<file path="config.mk">
export PLATFORM = sky130hd
export DESIGN_NAME = hcb_corrector
export DESIGN_NICKNAME = d
export VERILOG_FILES = /design/src/rtl/hcb_pkg.sv /design/src/rtl/hcb_encode.sv /design/src/rtl/hcb_locate.sv /design/src/rtl/hcb_corrector.sv
export SDC_FILE = /design/constraint.sdc
export NUM_CORES = 1
export LEC_CHECK = 0
export ABC_AREA = 0
export BUFFER_PORTS_ARGS = -buffer_cell sky130_fd_sc_hd__buf_2
export CORE_ASPECT_RATIO = 1.4
export CORE_MARGIN = 2
export CORE_UTILIZATION = 29
export CTS_CLUSTER_SIZE = 16
export DETAILED_ROUTE_END_ITERATION = 8
export HOLD_SLACK_MARGIN = 0.08
export PLACE_DENSITY_LB_ADDON = 0.08
export SLEW_MARGIN = 20
export SYNTH_ARGS = -nofsm -noshare
export SYNTH_HDL_FRONTEND = slang
export SYNTH_HIERARCHICAL = 1
export SYNTH_SLANG_ARGS = --single-unit
export TNS_END_PERCENT = 30
</file>
<file path="constraint.sdc">
create_clock -name clk -period 1.4 [get_ports clk]
set_input_delay 0.07 -clock clk [delete_from_list [all_inputs] [get_ports clk]]
set_output_delay 0.07 -clock clk [all_outputs]
set_load 0.01 [all_outputs]
</file>
<file path="src/rtl/hcb_pkg.sv">
package hcb_pkg;
  localparam int DATA_W = 8;
  localparam int CODE_W = 4;

  typedef logic [DATA_W-1:0] data_t;
  typedef logic [CODE_W-1:0] code_t;

  // Coverage of each check bit over the data byte; index = check bit.
  // Column j of this matrix is the mismatch signature of data bit j.
  localparam logic [CODE_W-1:0][DATA_W-1:0] COVER = {
    8'h25,   // chk 3: bits 0,2,5
    8'h49,   // chk 2: bits 0,3,6
    8'h8E,   // chk 1: bits 1,2,3,7
    8'hF0    // chk 0: bits 4,5,6,7
  };
endpackage

</file>
<file path="src/rtl/hcb_encode.sv">
module hcb_encode
  import hcb_pkg::*;
(
  input  data_t data,
  output code_t code
);
  for (genvar i = 0; i < CODE_W; i++) begin : g_chk
    assign code[i] = ^(data & COVER[i]);
  end
endmodule

</file>
<file path="src/rtl/hcb_locate.sv">
module hcb_locate
  import hcb_pkg::*;
(
  input  code_t mismatch,
  output data_t flip_mask,
  output logic  no_match
);
  for (genvar j = 0; j < DATA_W; j++) begin : g_bit
    code_t sig;
    for (genvar i = 0; i < CODE_W; i++) begin : g_col
      assign sig[i] = COVER[i][j];
    end
    assign flip_mask[j] = (mismatch == sig);
  end

  assign no_match = (mismatch != '0) && (flip_mask == '0);
endmodule

</file>
<file path="src/rtl/hcb_corrector.sv">
module hcb_corrector
  import hcb_pkg::*;
(
  input  logic                clk,
  input  logic                rst,
  input  logic [DATA_W-1:0]   byte_in,
  input  logic [CODE_W-1:0]   chk_in,
  output logic [DATA_W-1:0]   byte_out,
  output logic                err_detected,
  output logic                uncorrectable
);
  code_t recomputed;
  code_t mismatch;
  data_t flip_mask;
  logic  no_match;
  logic  live_q;

  hcb_encode u_enc (
    .data (byte_in),
    .code (recomputed)
  );

  assign mismatch = chk_in ^ recomputed;

  hcb_locate u_loc (
    .mismatch  (mismatch),
    .flip_mask (flip_mask),
    .no_match  (no_match)
  );

  always_ff @(posedge clk) begin
    if (rst) begin
      byte_out      <= '0;
      err_detected  <= 1'b0;
      uncorrectable <= 1'b0;
      live_q        <= 1'b0;
    end else begin
      byte_out      <= byte_in ^ flip_mask;
      err_detected  <= (mismatch != '0);
      uncorrectable <= no_match;
      live_q        <= 1'b1;
    end
  end

  // an uncorrectable result is always also a detected error
  a_r5_unc_flags: assert property (@(posedge clk) disable iff (rst)
    uncorrectable |-> err_detected);

  // a clean result forwards the previous input byte
  a_r2_clean_pass: assert property (@(posedge clk) disable iff (rst)
    (live_q && !err_detected) |-> (byte_out == $past(byte_in)));

  // a corrected result differs from the input in exactly one bit
  a_r3_one_flip: assert property (@(posedge clk) disable iff (rst)
    (live_q && err_detected && !uncorrectable)
      |-> ($countones(byte_out ^ $past(byte_in)) == 1));

  // an uncorrectable result leaves the byte untouched
  a_r5_unmodified: assert property (@(posedge clk) disable iff (rst)
    (live_q && uncorrectable) |-> (byte_out == $past(byte_in)));

  // the locator never selects more than one bit
  a_r3_onehot_mask: assert property (@(posedge clk) disable iff (rst)
    $onehot0(flip_mask));

  // the cycle after reset, the outputs are cleared
  a_r8_reset_clear: assert property (@(posedge clk)
    $past(rst) |-> (byte_out == '0 && !err_detected && !uncorrectable));
endmodule

</file>
* Word-level counts from Yosys, hierarchy flattened
Index checks and enable logic that the tools add are counted.
Word-level totals: output and inout bits 10, bits in registers 10
Operators by class: reduce and logical (&&, ||, !) cells 7, bitwise gates (word level) 2, eq/ne operators 8
Operators by type and width (number):
- $reduce_xor A8 Y1 | 4
- $eq A4 B4 Y1 const B | 3
- $eq A4 B2 Y1 const B | 2
- $eq A4 B3 Y1 const B | 2
- $logic_not A8 Y1 | 1
- $xor A8 B8 Y8 | 1
- $eq A4 B1 Y1 const B | 1
- $reduce_bool A4 Y1 | 1
- $xor A4 B4 Y4 | 1
- $logic_and A1 B1 Y1 | 1

* Depth between registers and ports, before layout
Gate-level depths: netlist (run 1).
word-level depth 5, depth in mapped cells 7

* By module
The synthesis (run 1) kept the hierarchy.
Modules (own cells, without submodules):
- hcb_corrector | area an instance 360.3 µm², cells an instance 34, instances 1, seq. area each 200.2 µm²
- hcb_locate | area an instance 102.6 µm², cells an instance 16, instances 1, seq. area each 0.0 µm²
- hcb_encode | area an instance 87.6 µm², cells an instance 10, instances 1, seq. area each 0.0 µm²

* Least setup slack after synthesis (run 1)
OpenSTA, ideal clock, no wires.
kind input-to-reg, start input port byte_in[2], end register byte_out[7], buffers on the path 0, arrival time 1.277 ns, data required time 1.272 ns, setup slack -0.005 ns, stages on the path 7, setup time 0.128 ns, cells stage by stage xnor2_1 -> xnor2_1 -> xor2_1 -> nor2_1 -> and3_2 -> xnor2_1 -> nor2_1
Between the ends: word-level cells in the longest chain between the ends 4, elaborated cells on any way between the ends 5
Ends and longest elaborated chain:
- start: declaration | line hcb_corrector.sv:6 | input logic [DATA_W-1:0] byte_in,
- $reduce_xor A8 Y1 | line hcb_encode.sv:8 | assign code[i] = ^(data & COVER[i]);
- via recomputed[3] | line hcb_corrector.sv:12 | code_t recomputed;
- $xor A4 B4 Y4 | line hcb_corrector.sv:23 | assign mismatch = chk_in ^ recomputed;
- via mismatch[3] | line hcb_corrector.sv:13 | code_t mismatch;
- $eq A4 B2 Y1 | line hcb_locate.sv:13 | assign flip_mask[j] = (mismatch == sig);
- via flip_mask[7] | line hcb_corrector.sv:14 | data_t flip_mask;
- $xor A8 B8 Y8 | line hcb_corrector.sv:38 | byte_out <= byte_in ^ flip_mask;
- end signal: assignment | line hcb_corrector.sv:38
- end: declaration | line hcb_corrector.sv:8 | output logic [DATA_W-1:0] byte_out,
The timed path passes the listed nets, and every way through them passes these cells. A chain may end at the register's enable or synchronous reset.

* Worst setup path in the final report (run 1)
start input port byte_in[1], end register uncorrectable
Between the ends: word-level cells in the longest chain between the ends 5, elaborated cells on any way between the ends 13
Ends and longest elaborated chain:
- $reduce_xor A8 Y1 * | line hcb_encode.sv:8
- via recomputed[1] | line hcb_corrector.sv:12
- $xor A4 B4 Y4 * | line hcb_corrector.sv:23
- via mismatch[1] | line hcb_corrector.sv:13
- $eq A4 B4 Y1 (tied with other cells) | line hcb_locate.sv:13
- $logic_not A8 Y1 | line hcb_locate.sv:16 | assign no_match = (mismatch != '0) && (flip_mask == '0);
- $logic_and A1 B1 Y1 * | line hcb_locate.sv:16
- via no_match | line hcb_corrector.sv:15 | logic no_match;
- end signal: assignment | line hcb_corrector.sv:40 | uncorrectable <= no_match;
- end: declaration | line hcb_corrector.sv:10 | output logic uncorrectable
Mark *: on every way through the listed nets, which the timed path passes. The rest lies on a longest branch.

==> results of run 1 <==
[path summary, 6_finish.rpt]
check	slack (ns)	end	depth (start not counted)
hold / removal	0.1	byte_out[1]	2
setup / recovery	0.14	uncorrectable	8
[repair_timing]
item	CTS	global route
resized for setup	0	1
endpoints found under the setup margin	0	7
hold buffers	0	0
[synthesized netlist by cell type (all sizes together)]
library cell	count	area, um^2
nand2b	4	25.0
a211oi	1	12.5
xnor2	16	140
and4bb	1	16.3
nand2	1	3.75
xor2	7	61.3
dfxtp	10	200
and3	1	7.51
o41a	1	11.3
clkbuf	1	3.75
nor2b	1	6.26
inv	1	3.75
nor3	2	10.0
nor2	13	48.8
[critical path, stage by stage]
cell and delay (ns):
buf_2 0.12, xor2_1 0.17, xnor2_1 0.18, xor2_1 0.28, buf_4 0.18, xor2_1 0.18
a211oi_2 0.09, nor2b_1 0.13
[kinds of logic (layout without fill, tap and decap cells)]
kind of cell | Yosys count | count (layout) | synth area share [%]
xor+xnor | 23 | 23 | 36.6
buf+inv | 2 | 40 | 1.36
compound gates | 2 | 2 | 4.32
simple gates | 23 | 23 | 21.4
flops | 10 | 10 | 36.4
[final cells by class]
cell class	instances	area (um^2)	area share, %
Tap cell	20	25.0	3.04
Sequential cell	10	200	24.4
Timing Repair Buffer	36	213	25.9
Multi-Input combinational cell	48	358	43.5
Inverter	1	3.75	0.457
Clock buffer	3	22.5	2.74
[through the flow]
| step | worst slack, ns | power (mW) |
|---|---|---|
| final | 0.139 | 0.915 |
| after global routing | -0.0383 | 0.993 |
| after CTS | 0.0377 | 0.924 |
| after detailed placement | -0.227 | 0.745 |
| after global placement | -0.220 | 0.742 |
| after floorplan | 0.0131 | 0.581 |
[power breakdown]
part	internal, mW	switching [mW]	leakage (nW)
sequential	0.322	0.00658	0.0834
combinational	0.212	0.197	0.281
clock	0.0982	0.0796	0.0138
[per-layer routing]
metal | vias to the layer above | GRT usage (%) | share of wire, %
li1 | 264 | - | -
met1 | 204 | 14.5 | 40
met2 | 15 | 20.3 | 52
met3 | 2 | 1.20 | 5.8
met4 | 0 | 8.57 | 1.7
met5 | - | 0 | 0
[state kept, by name, indices dropped and copies added (netlist names)]
register / cells
byte_out: 8
err_detected: 1
uncorrectable: 1
==> summary.md, run 1 <==
| Metric | Value |
|---|---|
| Status | complete, no violations |
| Setup TNS | 0 ns |
| Netlist cell types | 14 |
| RSZ-0062 raised after global routing | true |
| First-pass GRT wire length | 2010 um |
| Routability cong. | 0.794 |
| Grt total ovfl | 0 |
| Initial antenna violation count | 0 |
| Critical Path AT | 1.40 ns |
| Max Transition Viols Final | 0 |
| Post-Layout Cell Count | 118 |
| Vias in the first global route | 486 |
| Buffers on Ports | 23 |
| Placement Cell Area | 792 um^2 |
| Startpoint types | input port |
| Worst Setup SP | byte_in[1] |
| CTS sink count | 10 |
| Die ar. | 2270 um^2 |
| Antenna-violating nets left | 0 |
| Slew @ Worst Pin | 0.280 ns |
| Leak | 0.378 nW |
| Detailed Route WL | 1120 um |
| CTS max path bufs | 2 |
| Period Utilization, post-route | 90.1% |
| Min-delay src | rst |
| Final setup violation count | 0 |
| Standard-cell row count | 18 |
| # diodes | 0 |
| Max Clk Rate | 793 MHz |
| Fillers | 185 |
| Share of layout cells above drive strength 1 | 44.9% |
| Final Hold Violating Endpoints | 0 |
| Post-Syn Area | 551 um^2 |
| Die height | 55.6 um |
| Clk root buf | clkbuf_4 |
| Final min period | 1.26 ns |
| Hold Slack | 0.0993 ns |
| Clk slew on worst S/H paths | 0.06 ns |
| Die width | 40.8 um |
| GRT Util Overall | 12.7% |
| Post-synthesis sequential area ratio | 36.4% |
| Cells after DPL | 115 |
| DR iter-0 viols | 5 |
| CTS Buf Count | 3 |
| Remaining DRCs | 0 |
| Vias per cell | 4.11 |
| Slew margin rel. | 81.3% |
| Most frequent cells in the layout | buf_2, xnor2_1, nor2_1, buf_4, dfxtp_1 |
| Setup bufs post-CTS | 0 |
| Wirelength per Cell | 9.48 um |
| Max Cap Viol | 0 |
| Syn-to-layout area delta | 49.3% |
| Router iterations before antenna repair | 4 |
| Mapped Nets | 74 |
| Peak VDD IR | 0.000355 V |
| YS warnings | 6 |
| Nets | 114 |
| Placed wire-length estimate | 1000 um |
| Starting density of the core | 30.9% |
| I/O pins | 24 |
| Commonest non-fill, non-tap cell in the layout | buf_2 |
| CTS H-Tree Depth | 1 |
| Worst Path Class, Setup | in2reg |
| Core region area | 1780 um^2 |
| Via count | 485 |
| Mapped Cells | 60 |
| Final instance area | 822 um^2 |
| Finished Core Util | 46.2% |
| CTS tree | done |
| Required @ worst endpoint | 1.54 ns |
| Critical path endpoint category | flip-flop |
| Pwr/cell area | 1110 nW/um^2 |
| Flops & latches, synth | 10 |
| Synthesized area per cell | 9.18 um^2 |
| Hold/Removal Path Class | in2reg |
| Largest net degree at the start of global routing | 11 |
| Crit-path max FO | 4 |
Note: power is estimated with default switching activity, not from simulation.
==> run 2, diff against run 1 <==
--- a/config.mk
+++ b/config.mk
@@ -13,7 +13,7 @@
 export CTS_CLUSTER_SIZE = 16
 export DETAILED_ROUTE_END_ITERATION = 8
 export HOLD_SLACK_MARGIN = 0.08
-export PLACE_DENSITY_LB_ADDON = 0.08
+export PLACE_DENSITY = 0.62
 export SLEW_MARGIN = 20
 export SYNTH_ARGS = -nofsm -noshare
 export SYNTH_HDL_FRONTEND = slang
==> run 2 against run 1 <==
Net effect:
- cell area up 12%
- fmax fell by 1.6%
- flip-flop and latch count is the same
- first-iteration DRC count down 60%
- count of clock-buffer cells in the layout unchanged
- sequential share of layout area decreased by 2.5 points
- total power is 8.9% higher
- sequential power is essentially flat
- routed wire length is 11% higher
- critical path depth unchanged
- via count increased by 8.0%
- clock power rose by 7%
==> summary.md, run 2 (synthesis gave the netlist of run 1 again) <==
| Metric | Value |
|---|---|
| Status | complete, no violations |
| RSZ-0062 raised after global routing | true |
| Min-delay src | rst |
| Cells after DPL | 116 (+0.87%) |
| Int Power | 0.674 mW (+6.5%) |
| Fillers | 166 (-10%) |
| Via count | 524 (+8.0%) |
| Crit-path max FO | 5 (+1) |
| Critical path endpoint category | flip-flop |
| Required @ worst endpoint | 1.55 ns (about the same) |
| Router iterations before antenna repair | 3 (-1) |
| Slew margin rel. | 78.6% (-2.6 points) |
| Combinational power share | 48.0% (+3.3 points) |
| Core region area | 1780 um^2 (unchanged) |
| Finished Core Util | 51.5% (+5.3 points) |
| GRT Util Overall | 12.9% (+0.18 points) |
| Nets | 118 (+3.5%) |
| Antenna-violating nets left | 0 (unchanged) |
| # diodes | 0 (unchanged) |
| Sw Ratio | 32.4% (+1.5 points) |
| CTS H-Tree Depth | 1 (unchanged) |
| Hold/Removal Path Class | in2reg |
| Switching Power | 0.323 mW (+14%) |
| Largest net degree at the start of global routing | 11 (unchanged) |
| Clk root buf | clkbuf_4 |
| Period Utilization, post-route | 91.6% (+1.5 points) |
| CTS sink count | 10 (unchanged) |
| CTS tree | done |
| Leak | 0.422 nW (+12%) |
| Placed wire-length estimate | 995 um (-0.56%) |
| Remaining DRCs | 0 (unchanged) |
| Max reg flops | 8 (unchanged) |
| Worst Setup SP | byte_in[6] |
| Seq pwr share | 33.0% (-2.9 points) |
| Hold-fix buffers, CTS | 0 (unchanged) |
| Final min period | 1.28 ns (+0.0211 ns) |
| Top flop regs | byte_out x8, err_detected x1, uncorrectable x1 |
| Die ar. | 2270 um^2 (unchanged) |
| Total Power | 0.997 mW (+8.9%) |
| Starting density of the core | 30.9% (unchanged) |
| Initial antenna violation count | 0 (unchanged) |
| CTS max path bufs | 2 (unchanged) |
| Final setup violation count | 0 (unchanged) |
| Detailed Route WL | 1250 um (+11%) |
| Peak VDD IR | 0.000355 V (about the same) |
| Standard-cell row count | 18 (unchanged) |
| Clock network fraction of design power | 19.0% (-0.4 points) |
| Worst Path Class, Setup | in2reg |
| Vias per cell | 4.30 (+4.5%) |
| Post-Layout Cell Count | 122 (+3.4%) |
| Grt total ovfl | 0 (unchanged) |
| Die width | 40.8 um (unchanged) |
| Clk slew on worst S/H paths | 0.06 ns (about the same) |
| Max Cap Viol | 0 (unchanged) |
| Hold depth | 2 (unchanged) |
| Routability cong. | 0.719 (-9.4%) |
| Buffers on Ports | 23 (unchanged) |
| Max Transition Viols Final | 0 (unchanged) |
| Commonest non-fill, non-tap cell in the layout | buf_2 |
| Wirelength per Cell | 10.2 um (+7.6%) |
| Syn-to-layout area delta | 66.6% |
| Slew @ Worst Pin | 0.320 ns (+0.0403 ns) |
| Final Hold Violating Endpoints | 0 (unchanged) |
| Critical Path AT | 1.43 ns (+0.03 ns) |
| I/O pins | 24 (unchanged) |
| Pwr/cell area | 1090 nW/um^2 (-2.4%) |
| DR iter-0 viols | 2 (-3) |
| Share of layout cells above drive strength 1 | 55.9% (+11 points) |
| Vias in the first global route | 535 (+10%) |
| Die height | 55.6 um (unchanged) |
| First-pass GRT wire length | 2000 um (-0.30%) |
| Most frequent cells in the layout | buf_2, buf_4, xnor2_1, nor2_1, dfxtp_1 |
| CTS Buf Count | 3 (unchanged) |
| Max Clk Rate | 780 MHz (-1.6%) |
| Startpoint types | input port |
| Top reg by flops | byte_out |
==> run 2: cell count changes in the layout (fill, tap and decap cells not counted) <==
cell,delta
nor3_1,-1
xnor2_1,-3
xor2_1,-5
nor3_2,+1
buf_4,+4
xor2_2,+5
xnor2_2,+3
==> run 2: timing repair <==
item | in CTS | in global routing
resized for setup | 0 | 10
endpoints found under the setup margin | 0 | 9
endpoints found under the hold margin | 0 | 0
buffers inserted | 0 | 3
==> run 2: critical path, stage by stage <==
cell	delay, ns
buf_2	0.13
xnor2_1	0.13
xnor2_1	0.23
xor2_2	0.27
buf_4	0.16
and4bb_4	0.25
xnor2_1	0.13
nor2_1	0.06
==> run 2: final cells by class <==
class	count	area, um^2	area share [%]
Inverter	1	3.75	0.409
Tap cell	20	25.0	2.73
Sequential cell	10	200	21.8
Timing Repair Buffer	40	243	26.5
Clock buffer	3	22.5	2.46
Multi-Input combinational cell	48	423	46.1
==> run 2: per-stage QoR <==
step                      setup TNS (ns)  setup WS [ns]  hold WS, ns  cell area, um^2
final                                  0          0.118       0.0950              917
after global routing             -0.0240        -0.0197        0.106              917
after CTS                              0         0.0212        0.107              822
after detailed placement           -1.62         -0.233        0.386              800
after global placement             -1.33         -0.203        0.373              800
after floorplan                        0         0.0131        0.207              558
==> run 2: power by group through the flow <==
stage	sequential (mW)	clock, mW	combinational (mW)
after floorplan	0.358	0	0.223
after global placement	0.335	0	0.401
after detailed placement	0.336	0	0.408
after CTS	0.329	0.193	0.410
after global routing	0.335	0.205	0.526
final	0.329	0.190	0.478
==> run 2: worst paths after layout <==
| check | endpoint | slack [ns] |
|---|---|---|
| max | byte_out[0] | 0.12 |
| min | byte_out[4] | 0.09 |
==> run 2: routing by layer <==
layer,track usage (%),wire length (um)
met5,0,0
met4,11.4,50
met3,1.61,88
met2,21.2,656
met1,12.4,449
